--- src/rtl/dsp_mac_pkg.sv ---
package dsp_mac_pkg;

    typedef enum logic [3:0] {
        OP_HOLD  = 4'd0,
        OP_CLR   = 4'd1,
        OP_MPY   = 4'd2,
        OP_MPYN  = 4'd3,
        OP_MAC   = 4'd4,
        OP_MSC   = 4'd5,
        OP_SQD   = 4'd6,
        OP_SQDAC = 4'd7,
        OP_ADD   = 4'd8,
        OP_SUB   = 4'd9,
        OP_NEG   = 4'd10,
        OP_SHIFT = 4'd11
    } mac_op_e;

endpackage

--- src/rtl/mac_mult.sv ---
module mac_mult #(
    parameter int DATA_W = 16
) (
    input  logic [DATA_W-1:0]          x_i,
    input  logic [DATA_W-1:0]          y_i,
    input  logic                       uns_i,
    input  logic                       frac_i,
    input  logic                       square_i,
    output logic signed [2*DATA_W+2:0] prod_o
);
    localparam int MUL_W = DATA_W + 1;

    logic signed [MUL_W-1:0]   xe, ye, diff, op_a, op_b;
    logic signed [2*MUL_W-1:0] raw;

    always_comb begin
        xe   = {~uns_i & x_i[DATA_W-1], x_i};
        ye   = {~uns_i & y_i[DATA_W-1], y_i};
        diff = xe - ye;
        op_a = square_i ? diff : xe;
        op_b = square_i ? diff : ye;
        raw  = op_a * op_b;
        prod_o = frac_i ? {raw, 1'b0} : {raw[2*MUL_W-1], raw};
    end
endmodule

--- src/rtl/mac_shifter.sv ---
module mac_shifter #(
    parameter int ACC_W     = 40,
    parameter int SHIFT_MAX = 16,
    parameter int AMT_W     = 6
) (
    input  logic signed [ACC_W-1:0]           acc_i,
    input  logic signed [AMT_W-1:0]           amt_i,
    output logic signed [ACC_W+SHIFT_MAX-1:0] wide_o
);
    localparam int WIDE_W = ACC_W + SHIFT_MAX;

    int                      amt;
    logic signed [WIDE_W-1:0] ext;

    always_comb begin
        amt = int'(amt_i);
        if (amt > SHIFT_MAX)  amt = SHIFT_MAX;
        if (amt < -SHIFT_MAX) amt = -SHIFT_MAX;
        ext = {{SHIFT_MAX{acc_i[ACC_W-1]}}, acc_i};
        if (amt >= 0) wide_o = ext <<< amt;
        else          wide_o = ext >>> (-amt);
    end
endmodule

--- src/rtl/mac_sat.sv ---
module mac_sat #(
    parameter int ACC_W    = 40,
    parameter int NARROW_W = 32,
    parameter int WIDE_W   = 56
) (
    input  logic signed [WIDE_W-1:0] cand_i,
    input  logic                     en_i,
    input  logic                     wide_mode_i,
    output logic [ACC_W-1:0]         acc_o,
    output logic                     clamp_o,
    output logic                     fits_o
);
    localparam logic [ACC_W-1:0] WIDE_POS = {1'b0, {(ACC_W-1){1'b1}}};
    localparam logic [ACC_W-1:0] WIDE_NEG = {1'b1, {(ACC_W-1){1'b0}}};
    localparam logic [ACC_W-1:0] NAR_POS  = {{(ACC_W-NARROW_W+1){1'b0}}, {(NARROW_W-1){1'b1}}};
    localparam logic [ACC_W-1:0] NAR_NEG  = {{(ACC_W-NARROW_W+1){1'b1}}, {(NARROW_W-1){1'b0}}};

    logic fits_full, fits_narrow, in_limit, neg;

    always_comb begin
        fits_full   = (&cand_i[WIDE_W-1:ACC_W-1])    | ~(|cand_i[WIDE_W-1:ACC_W-1]);
        fits_narrow = (&cand_i[WIDE_W-1:NARROW_W-1]) | ~(|cand_i[WIDE_W-1:NARROW_W-1]);
        in_limit    = wide_mode_i ? fits_full : fits_narrow;
        neg         = cand_i[WIDE_W-1];
        fits_o      = fits_full;
        clamp_o     = en_i && !in_limit;
        if (clamp_o) begin
            if (wide_mode_i) acc_o = neg ? WIDE_NEG : WIDE_POS;
            else             acc_o = neg ? NAR_NEG  : NAR_POS;
        end else begin
            acc_o = cand_i[ACC_W-1:0];
        end
    end
endmodule

--- src/rtl/mac_wb.sv ---
module mac_wb #(
    parameter int ACC_W  = 40,
    parameter int DATA_W = 16
) (
    input  logic [ACC_W-1:0]  acc_i,
    input  logic              conv_i,
    input  logic              sat_i,
    output logic [DATA_W-1:0] word_o,
    output logic              clamp_o
);
    localparam int NARROW_W = 2 * DATA_W;

    logic signed [ACC_W:0] ext, rnd;
    logic tie, up, in_range;

    always_comb begin
        ext      = {acc_i[ACC_W-1], acc_i};
        tie      = acc_i[DATA_W-1] && ~(|acc_i[DATA_W-2:0]);
        up       = acc_i[DATA_W-1] && !(conv_i && tie && !acc_i[DATA_W]);
        rnd      = ext + ((ACC_W+1)'(up) << DATA_W);
        in_range = (&rnd[ACC_W:NARROW_W-1]) | ~(|rnd[ACC_W:NARROW_W-1]);
        clamp_o  = sat_i && !in_range;
        if (clamp_o) word_o = rnd[ACC_W] ? {1'b1, {(DATA_W-1){1'b0}}} : {1'b0, {(DATA_W-1){1'b1}}};
        else         word_o = rnd[NARROW_W-1:DATA_W];
    end
endmodule

--- src/rtl/dsp_mac_engine.sv ---
module dsp_mac_engine
    import dsp_mac_pkg::*;
#(
    parameter int ACC_W     = 40,
    parameter int DATA_W    = 16,
    parameter int SHIFT_MAX = 16,
    parameter int AMT_W     = 6
) (
    input  logic              clk,
    input  logic              rst_n,
    input  logic              op_valid,
    input  logic [3:0]        op_code,
    input  logic              acc_sel,
    input  logic [DATA_W-1:0] x_in,
    input  logic [DATA_W-1:0] y_in,
    input  logic [AMT_W-1:0]  shift_amt,
    input  logic              cfg_frac,
    input  logic              cfg_unsigned,
    input  logic              cfg_conv_round,
    input  logic              cfg_sat_a,
    input  logic              cfg_sat_b,
    input  logic              cfg_sat_wb,
    input  logic              cfg_sat_wide,
    output logic [ACC_W-1:0]  acc_a,
    output logic [ACC_W-1:0]  acc_b,
    output logic [DATA_W-1:0] wb_word,
    output logic              wb_clamped,
    output logic              ovf_a,
    output logic              ovf_b,
    output logic              sat_a,
    output logic              sat_b,
    output logic              shift_ovf
);
    localparam int NARROW_W = 2 * DATA_W;
    localparam int WIDE_W   = ACC_W + SHIFT_MAX;
    localparam int PROD_W   = 2 * DATA_W + 3;
    localparam int N_ACC    = 2;

    mac_op_e op;
    logic [ACC_W-1:0]   acc_q [N_ACC];
    logic [N_ACC-1:0]   sat_q;
    logic [N_ACC-1:0]   ovf_w;
    logic [DATA_W-1:0]  wb_q;
    logic               wbc_q, shf_q;

    logic [ACC_W-1:0]         tgt, oth, nxt_acc;
    logic signed [WIDE_W-1:0] tgt_w, oth_w, prod_w, shf_w, cand;
    logic signed [PROD_W-1:0] prod;
    logic square, changes, sat_en, clamp, fits;
    logic [DATA_W-1:0] wb_nxt;
    logic wbc_nxt;

    function automatic logic signed [WIDE_W-1:0] widen(input logic [ACC_W-1:0] v);
        return {{SHIFT_MAX{v[ACC_W-1]}}, v};
    endfunction

    assign op     = mac_op_e'(op_code);
    assign tgt    = acc_q[acc_sel];
    assign oth    = acc_q[~acc_sel];
    assign tgt_w  = widen(tgt);
    assign oth_w  = widen(oth);
    assign square = (op == OP_SQD) || (op == OP_SQDAC);
    assign prod_w = {{(WIDE_W-PROD_W){prod[PROD_W-1]}}, prod};

    mac_mult #(.DATA_W(DATA_W)) u_mult (
        .x_i(x_in), .y_i(y_in), .uns_i(cfg_unsigned), .frac_i(cfg_frac),
        .square_i(square), .prod_o(prod)
    );

    mac_shifter #(.ACC_W(ACC_W), .SHIFT_MAX(SHIFT_MAX), .AMT_W(AMT_W)) u_shift (
        .acc_i(tgt), .amt_i(shift_amt), .wide_o(shf_w)
    );

    // Operation decode into a wide candidate value
    always_comb begin
        changes = 1'b1;
        unique case (op)
            OP_HOLD:         begin cand = tgt_w; changes = 1'b0; end
            OP_CLR:          cand = '0;
            OP_MPY, OP_SQD:  cand = prod_w;
            OP_MPYN:         cand = -prod_w;
            OP_MAC, OP_SQDAC: cand = tgt_w + prod_w;
            OP_MSC:          cand = tgt_w - prod_w;
            OP_ADD:          cand = tgt_w + oth_w;
            OP_SUB:          cand = tgt_w - oth_w;
            OP_NEG:          cand = -tgt_w;
            OP_SHIFT:        cand = shf_w;
            default:         begin cand = tgt_w; changes = 1'b0; end
        endcase
    end

    assign sat_en = changes && (acc_sel ? cfg_sat_b : cfg_sat_a);

    mac_sat #(.ACC_W(ACC_W), .NARROW_W(NARROW_W), .WIDE_W(WIDE_W)) u_sat (
        .cand_i(cand), .en_i(sat_en), .wide_mode_i(cfg_sat_wide),
        .acc_o(nxt_acc), .clamp_o(clamp), .fits_o(fits)
    );

    mac_wb #(.ACC_W(ACC_W), .DATA_W(DATA_W)) u_wb (
        .acc_i(nxt_acc), .conv_i(cfg_conv_round), .sat_i(cfg_sat_wb),
        .word_o(wb_nxt), .clamp_o(wbc_nxt)
    );

    // State register
    always_ff @(posedge clk) begin
        if (!rst_n) begin
            for (int i = 0; i < N_ACC; i++) acc_q[i] <= '0;
            sat_q <= '0;
            wb_q  <= '0;
            wbc_q <= 1'b0;
            shf_q <= 1'b0;
        end else if (op_valid) begin
            acc_q[acc_sel] <= nxt_acc;
            sat_q[acc_sel] <= (op == OP_CLR) ? 1'b0 : (sat_q[acc_sel] | clamp);
            wb_q  <= wb_nxt;
            wbc_q <= wbc_nxt;
            shf_q <= (op == OP_SHIFT) && !fits;
        end
    end

    generate
        for (genvar g = 0; g < N_ACC; g++) begin : g_ovf
            assign ovf_w[g] = ~((&acc_q[g][ACC_W-1:NARROW_W-1]) | ~(|acc_q[g][ACC_W-1:NARROW_W-1]));
        end
    endgenerate

    // Outputs
    always_comb begin
        acc_a      = acc_q[0];
        acc_b      = acc_q[1];
        sat_a      = sat_q[0];
        sat_b      = sat_q[1];
        ovf_a      = ovf_w[0];
        ovf_b      = ovf_w[1];
        wb_word    = wb_q;
        wb_clamped = wbc_q;
        shift_ovf  = shf_q;
    end

    p_idle_hold_r13: assert property (@(posedge clk) disable iff (!rst_n)
        !op_valid |=> ($stable(acc_a) && $stable(acc_b)));

    p_other_acc_r13: assert property (@(posedge clk) disable iff (!rst_n)
        (op_valid && !acc_sel) |=> $stable(acc_b));

    p_clear_r5: assert property (@(posedge clk) disable iff (!rst_n)
        (op_valid && !acc_sel && op_code == 4'd1) |=> (acc_a == '0 && !sat_a));

    p_sticky_r8: assert property (@(posedge clk) disable iff (!rst_n)
        (sat_a && !(op_valid && !acc_sel && op_code == 4'd1)) |=> sat_a);

    p_narrow_clip_r8: assert property (@(posedge clk) disable iff (!rst_n)
        (op_valid && !acc_sel && clamp && !cfg_sat_wide) |=> !ovf_a);

    p_wb_limits_r12: assert property (@(posedge clk) disable iff (!rst_n)
        wb_clamped |-> (wb_word == {1'b0, {(DATA_W-1){1'b1}}} || wb_word == {1'b1, {(DATA_W-1){1'b0}}}));

    p_shift_flag_r7: assert property (@(posedge clk) disable iff (!rst_n)
        $rose(shift_ovf) |-> $past(op_code) == 4'd11);
endmodule

--- config.mk ---
export PLATFORM = sky130hd
export DESIGN_NAME = dsp_mac_engine
export DESIGN_NICKNAME = d
export VERILOG_FILES = /design/src/rtl/dsp_mac_pkg.sv /design/src/rtl/mac_mult.sv /design/src/rtl/mac_shifter.sv /design/src/rtl/mac_sat.sv /design/src/rtl/mac_wb.sv /design/src/rtl/dsp_mac_engine.sv
export SDC_FILE = /design/constraint.sdc
export NUM_CORES = 2
export LEC_CHECK = 0
export ABC_AREA = 1
export BUFFER_PORTS_ARGS = -buffer_cell sky130_fd_sc_hd__buf_2
export CORE_AREA = 5 5 299 301
export DETAILED_ROUTE_END_ITERATION = 16
export DIE_AREA = 0 0 304 306
export PLACE_DENSITY = 0.69
export RECOVER_POWER = 25
export SYNTH_ARGS = -nofsm -noshare
export SYNTH_HDL_FRONTEND = slang
export SYNTH_HIERARCHICAL = 1
export SYNTH_SLANG_ARGS = --single-unit
--- constraint.sdc ---
create_clock -name clk -period 11.86 [get_ports clk]
set_input_delay 1.186 -clock clk [delete_from_list [all_inputs] [get_ports clk]]
set_output_delay 1.186 -clock clk [all_outputs]
set_load 0.02 [all_outputs]
After elaboration in Yosys (flattened, before gate mapping):

Memory sizes are Yosys's and may differ from the RTL's.
Index checks and enable logic that the tools add are counted.

* register bits after elaboration: 20
* bits in latches: 0
* memory bits (writable): 80
* bits in read-only memories: 0
* input bits: 53
* output and inout bits: 102
* logic and storage cells: 110
* memories: 1

Memories
* acc_q: depth 2, bits a word 40, rd ports 4, clocked after memory_dff 0, wr ports 2, RTL line dsp_mac_engine.sv:40 `logic [ACC_W-1:0] acc_q [N_ACC];`

* $add $sub $neg: 9
* multiply operators: 1
* div/mod/pow operators: 0
* order comparisons: 5
* eq/ne operators: 11
* shift-type cells: 2
* mux-type cells: 29
* bitwise operators: 18
* reductions and logical operators: 30

Operator list (count)
* $pmux W56 S9: 1
* $mux W40: 5
* $mux W32: 2
* $mux W56: 1
* $neg A35 Y56: 1
* $neg A40 Y56: 1
* $sshl A40 B32 Y56: 1
* $sshr A40 B32 Y56: 1
* $add A40 B18 Y41: 1
* $add A40 B35 Y41: 1
* $add A40 B40 Y41: 1
* $sub A40 B35 Y41: 1
* $sub A40 B40 Y41: 1
* $reduce_or A40 Y1: 1
* $mul A17 B17 Y34: 1
* $mux W17: 2
* $mux W34: 1
* $ge A32 B1 Y1 const B: 1
* $lt A32 B5 Y1 const B: 1
* $mux W16: 2
* $neg A32 Y32: 1
* $reduce_and A25 Y1: 1
* $reduce_or A25 Y1: 1
* $reduce_and A9 Y1: 2
* 25 further kinds: 73

Depth between registers and ports, before layout:

* word-level depth: 29
* depth in mapped cells: 88
* gate-level depth less buffers: 83

Hierarchy:

Netlist, hierarchy kept.

By module, submodules not included
* dsp_mac_engine: times used 1, cells an instance 4133, area an instance 21635.8 µm², sequential area each 2802.7 µm²
* mac_mult: times used 1, cells an instance 1845, area an instance 13401.6 µm², sequential area each 0.0 µm²
* mac_shifter: times used 1, cells an instance 1318, area an instance 6145.9 µm², sequential area each 0.0 µm²
* mac_wb: times used 1, cells an instance 208, area an instance 1004.7 µm², sequential area each 0.0 µm²
* mac_sat: times used 1, cells an instance 146, area an instance 668.1 µm², sequential area each 0.0 µm²

Worst setup path after synthesis:

Ideal clock, no wire load.

* path type: input to register
* start: input x_in[0]
* end: register wb_q[12], in the netlist wb_word[12]
* setup time: 116 ps
* arrival: 12498 ps
* data required time: 11744 ps
* path slack: -753 ps
* stages: 77
* path buffers: 6
* path through: inv_1 -> ha_1 -> fa_1 -> inv_1 -> nand3_1 -> nand2_1 -> nand3_1 -> nand2_1 -> nand2_1 -> nand2_1 -> nand2_1 -> nand3_2 -> nand2_4 -> inv_4 -> buf_6 -> nand2_1 -> fa_1 -> inv_1 -> (+41 left out) -> nand2_1 -> nand2_1 -> inv_1 -> ha_1 -> nand2_1 -> nor2_4 -> nand2_1 -> nor2_4 -> nand3_1 -> nand2_1 -> nand2_1 -> nor2_2 -> nand3_2 -> nand4_2 -> buf_6 -> nand2_1 -> nor2_1 -> nor2_1

* elaborated cells between the ends (all ways): 41
* those cells by class: add/sub: 5; mul: 1; mux: 11; bitwise: 7; reduce/logical: 17

RTL lines
* start: declaration: RTL line dsp_mac_engine.sv:14 `input logic [DATA_W-1:0] x_in,`
* $sub A17 B17 Y17: RTL line mac_mult.sv:19 `diff = xe - ye;`
* $mux W17, on equally long branches: RTL line mac_mult.sv:20, mac_mult.sv:21
* $mul A17 B17 Y34 (*): RTL line mac_mult.sv:22 `raw = op_a * op_b;`
* net prod[34]: RTL line dsp_mac_engine.sv:48 `logic signed [PROD_W-1:0] prod;`
* $mux W34: RTL line mac_mult.sv:23 `prod_o = frac_i ? {raw, 1'b0} : {raw[2*MUL_W-1], raw};`
* $sub A40 B35 Y41 (tied with other cells): RTL line dsp_mac_engine.sv:83 `OP_MSC: cand = tgt_w - prod_w;`
* $pmux W56 S9 (*): RTL line dsp_mac_engine.sv:77 `unique case (op)`
* net cand[49]: RTL line dsp_mac_engine.sv:47 `logic signed [WIDE_W-1:0] tgt_w, oth_w, prod_w, shf_w, cand;`
* (+7 left out)
* net nxt_acc[16]: RTL line dsp_mac_engine.sv:46 `logic [ACC_W-1:0] tgt, oth, nxt_acc;`
* (+4 left out)
* $add A40 B18 Y41 (*): RTL line mac_wb.sv:20 `rnd = ext + ((ACC_W+1)'(up) << DATA_W);`
* $reduce_or A10 Y1: RTL line mac_wb.sv:21 `in_range = (&rnd[ACC_W:NARROW_W-1]) | ~(|rnd[ACC_W:NARROW_W-1]);`
* $not A1 Y1: RTL line mac_wb.sv:21
* $or A1 B1 Y1: RTL line mac_wb.sv:21
* $logic_not A1 Y1: RTL line mac_wb.sv:22 `clamp_o = sat_i && !in_range;`
* $logic_and A1 B1 Y1: RTL line mac_wb.sv:22
* $mux W16 (*): RTL line mac_wb.sv:23 `if (clamp_o) word_o = rnd[ACC_W] ? {1'b1, {(DATA_W-1){1'b0}}} : {1'b0, {(DATA_W-1){1'b1}}};`
* net wb_nxt[12]: RTL line dsp_mac_engine.sv:50 `logic [DATA_W-1:0] wb_nxt;`
* end signal: assignment: RTL line dsp_mac_engine.sv:115 `wb_q <= wb_nxt;`
* end: declaration: RTL line dsp_mac_engine.sv:43 `logic [DATA_W-1:0] wb_q;`

Mark *: on every way through the listed nets, which the timed path passes. The rest lies on a longest branch.
A chain may end at the register's enable or synchronous reset.

Worst setup path in the final report:

* start: input y_in[7]
* end: register wb_q[14], in the netlist wb_word[14]

* elaborated cells between the ends (all ways): 41
* those cells by class: add/sub: 5; mul: 1; mux: 11; bitwise: 7; reduce/logical: 17

RTL lines
* start: declaration: RTL line dsp_mac_engine.sv:15 `input logic [DATA_W-1:0] y_in,`
* $sub A17 B17 Y17: RTL line mac_mult.sv:19
* $mux W17, on equally long branches: RTL line mac_mult.sv:20, mac_mult.sv:21
* $mul A17 B17 Y34 (*): RTL line mac_mult.sv:22
* $mux W34 (*): RTL line mac_mult.sv:23
* net prod[33]: RTL line dsp_mac_engine.sv:48
* $sub A40 B35 Y41 (tied with other cells): RTL line dsp_mac_engine.sv:83
* $pmux W56 S9 (*): RTL line dsp_mac_engine.sv:77
* net cand[51]: RTL line dsp_mac_engine.sv:47
* (+7 left out)
* net nxt_acc[27]: RTL line dsp_mac_engine.sv:46
* $add A40 B18 Y41 (*): RTL line mac_wb.sv:20
* $reduce_or A10 Y1: RTL line mac_wb.sv:21
* $not A1 Y1: RTL line mac_wb.sv:21
* $or A1 B1 Y1: RTL line mac_wb.sv:21
* $logic_not A1 Y1: RTL line mac_wb.sv:22
* $logic_and A1 B1 Y1: RTL line mac_wb.sv:22
* $mux W16 (*): RTL line mac_wb.sv:23
* net wb_nxt[14]: RTL line dsp_mac_engine.sv:50

Marked as above.

==> metrics.yaml <==
critical_path:
  cp.depth: 72
  max_stage_delay_ns: 0.55
  setup.worst_path.end_class: "register"
  cp-endpoint: "wb_word[14]"
  reg2regPathDepth: 36
  cp_max_fo: 19
  arrival_ns: 13.02
  crit_family: "simple AND/OR/NAND/NOR gates"
  worstSetupStartpoint: "y_in[7]"
  crit_type: "in2reg"
  rrSetupSlack_ns: 3.97
  cp-start-kind: "primary input"
  critPathBufInv: 17
  slowest_stage: "fa_1"
  crit_required_ns: 12.15
  r2r-start: "acc_q[0][30]"
  r2r_end: "wb_word[14]"
floorplan:
  io_pins: 155
  coreArea_um2: 86300
  dieWidth_um: 304
  die_area_um2: 93000
  start_util: 0.496
  die_height_um: 306
  placementRows: 108
clocking:
  clkTransAtPathRegs_ns: 0.09
  insertion_delay_ns: 0.39
  cts_buffers: 9
  cts_buffer_depth: 2
  cts_tree: "built"
  cts_hold_buf: 0
  htreeDepth: 3
  root_buffer: "clkbuf_16"
  cts.sinks: 100
routing:
  routedWlPerCell_um: 23.0
  ant_nets: 0
  drc: 0
  vias_per_cell: 5.91
  dr.first_iter.drc_count: 8837
  vias: 57397
  dr.pass1.iters: 10
  wirelength_um: 224000
min_path:
  hold_path_class: "reg2reg"
final_layout:
  drive_gt1_frac: 0.218
  register_area_um2: 2800
  syn_to_final_growth_pct: 28.2
  layout_commonest_cell: "nand2_1"
  multi_input_area_um2: 36700
  nets: 9175
  num-fill-cells: 8225
  layout_common_cells: "nand2_1, inv_1, buf_4, nor2_1, nand3_1"
outcome:
  violations: "setup timing"
  outcome: "complete, but fails checks"
timing:
  drv_slew: 0
  slew_headroom: 0.200
  setup_violations: 17
  worst_pin_slew_ns: 1.20
  finalCriticalPeriod_ns: 12.74
  finalCritPeriodShare: 1.07
  layout_setup_ws_ns: -0.878
  finClkSkew_ns: 0.0229
  setup_tns_ns: -14.06
  hold_viol_final: 0
  rsz0062_at_grt: "true"
  max_clock_freq_mhz: 78.5
global_routing:
  antenna_found_initial: 5
  track_usage: 0.444
  grt_pass1_vias: 51113
  grt-ovfl-total: 0
  grt_max_degree: 78
  grt_pass1_wl_um: 318000
synthesis:
  synth_area_um2: 42900
  ys_warn_count: 6
  ys_ff_latch: 100
  synth.avg_cell_area_um2: 5.60
  syn_inst: 7650
  synth_nets: 8280
  synthArstFlopShare: 0
  ys.flop_type: "edfxtp_1"
  ys_seq_area_frac: 0.0654
  synth_edf_count: 80
  synth_cell_types: 59
placed_design:
  gpl.final_weighted_congestion: 1.13
  portBuffers: 154
  dp_hpwl_um: 180000
run:
  maxCapViolations: 0
## sequential cells by signal, summed over array words and instances (netlist names)
| signal | count |
|---|---|
| wb_clamped | 1 |
| sat_q | 2 |
| acc_q | 80 |
| wb_word | 16 |
| shift_ovf | 1 |
## synthesized netlist by cell type (9+ instances only)
library cell     n  area share
xor2_1          30      0.0061
buf_6           29      0.0076
nand3_2         12      0.0028
dfxtp_1         20      0.0093
o22ai_1         12      0.0018
o21bai_1        38      0.0067
clkbuf_1       123       0.011
o21ai_0        419       0.049
nand4_1        107       0.016
buf_2           74      0.0086
o21ai_2         19      0.0039
inv_2           25      0.0022
edfxtp_1        80       0.056
and2_1          17      0.0025
nor2_4          16      0.0042
o21a_1          10      0.0018
a21o_1          10      0.0018
nor3_1          64      0.0075
buf_1           13      0.0011
nor2_2          18      0.0026
nand2_1       2346        0.21
clkbuf_2        11      0.0013
o211ai_1        35      0.0061
nor2_1         914       0.080
ha_1           275       0.080
o21ai_1         70      0.0082
nand3_1        746       0.087
nor4_1          16      0.0023
nand3b_1        20      0.0035
xnor2_1         20      0.0041
inv_1         1262        0.11
nand2_2         26      0.0038
fa_1           302        0.14
a31oi_1         11      0.0016
buf_4           22      0.0039
or2_2           51      0.0074
clkinv_1         9     0.00079
a21oi_1        316       0.037
## repair_timing
item / in CTS / in global routing
endpoints found under the setup margin: 67 / 94
setup buffers: 49 / 41
pin swaps: 185 / 211
resized for setup: 469 / 302
cloned: 5 / 2
## routing by layer
layer | global-route usage | up-vias | wire length (µm)
li1 | - | 25850 | -
met1 | 0.620 | 26613 | 88200
met2 | 0.626 | 4144 | 88000
met3 | 0.168 | 786 | 35300
met4 | 0.161 | 4 | 12100
met5 | 0 | - | 31
## per-stage QoR
stage / std cells / area (µm²) / hold slack (ns) / util / setup WS, ns
3_5_place_dp: 9594 / 50800 / 0.488 / 0.588 / -1.60
2_1_floorplan: 7650 / 43000 / 0.576 / - / 0.00865
3_3_place_gp: 9594 / 50800 / 0.481 / 0.588 / -1.50
6_report: 9712 / 54900 / 0.513 / 0.636 / -0.878
5_1_grt: 9705 / 54900 / 0.532 / 0.636 / -1.19
4_1_cts: 9662 / 53500 / 0.511 / 0.620 / -0.159
## layout make-up
| type | count | area share |
|---|---|---|
| Multi-Input combinational cell | 5982 | 0.668 |
| Timing Repair Buffer | 1153 | 0.159 |
| Inverter | 1299 | 0.0901 |
| Sequential cell | 100 | 0.0510 |
| Tap cell | 1155 | 0.0263 |
| Clock buffer | 9 | 0.00410 |
| Clock inverter | 7 | 0.00146 |
| Antenna cell | 7 | 0.000319 |
## how the worst min path moves through the flow
stage,from,endpoint,cells past startpoint
2_1_floorplan,sat_q[1],sat_q[1],2
3_3_place_gp,wb_word[3],wb_word[3],2
3_5_place_dp,wb_word[14],wb_word[14],2
4_1_cts,wb_word[0],wb_word[0],2
5_1_grt,wb_word[12],wb_word[12],2
6_report,wb_word[12],wb_word[12],2
## cell families after synthesis
group | after synthesis | synth area share
muxes | 7 | 0.00164
DFF | 100 | 0.0654
AOI/OAI and AO/OA | 970 | 0.124
and+or+nand+nor | 4374 | 0.430
xor gates and xnor gates | 51 | 0.0109
buffers and inverters | 1571 | 0.147
adders and majority gates | 577 | 0.221
## worst min-delay path: cells and delay by family, from the launching register on
kind,cells,cell delay (ns)
AO/OA/AOI/OAI,1,0.07
flip-flops,1,0.34
AND/OR/NAND/NOR,1,0.07
Power is not shown: default switching activity piles up to over one toggle a cycle in this logic, so the estimate is an artifact.
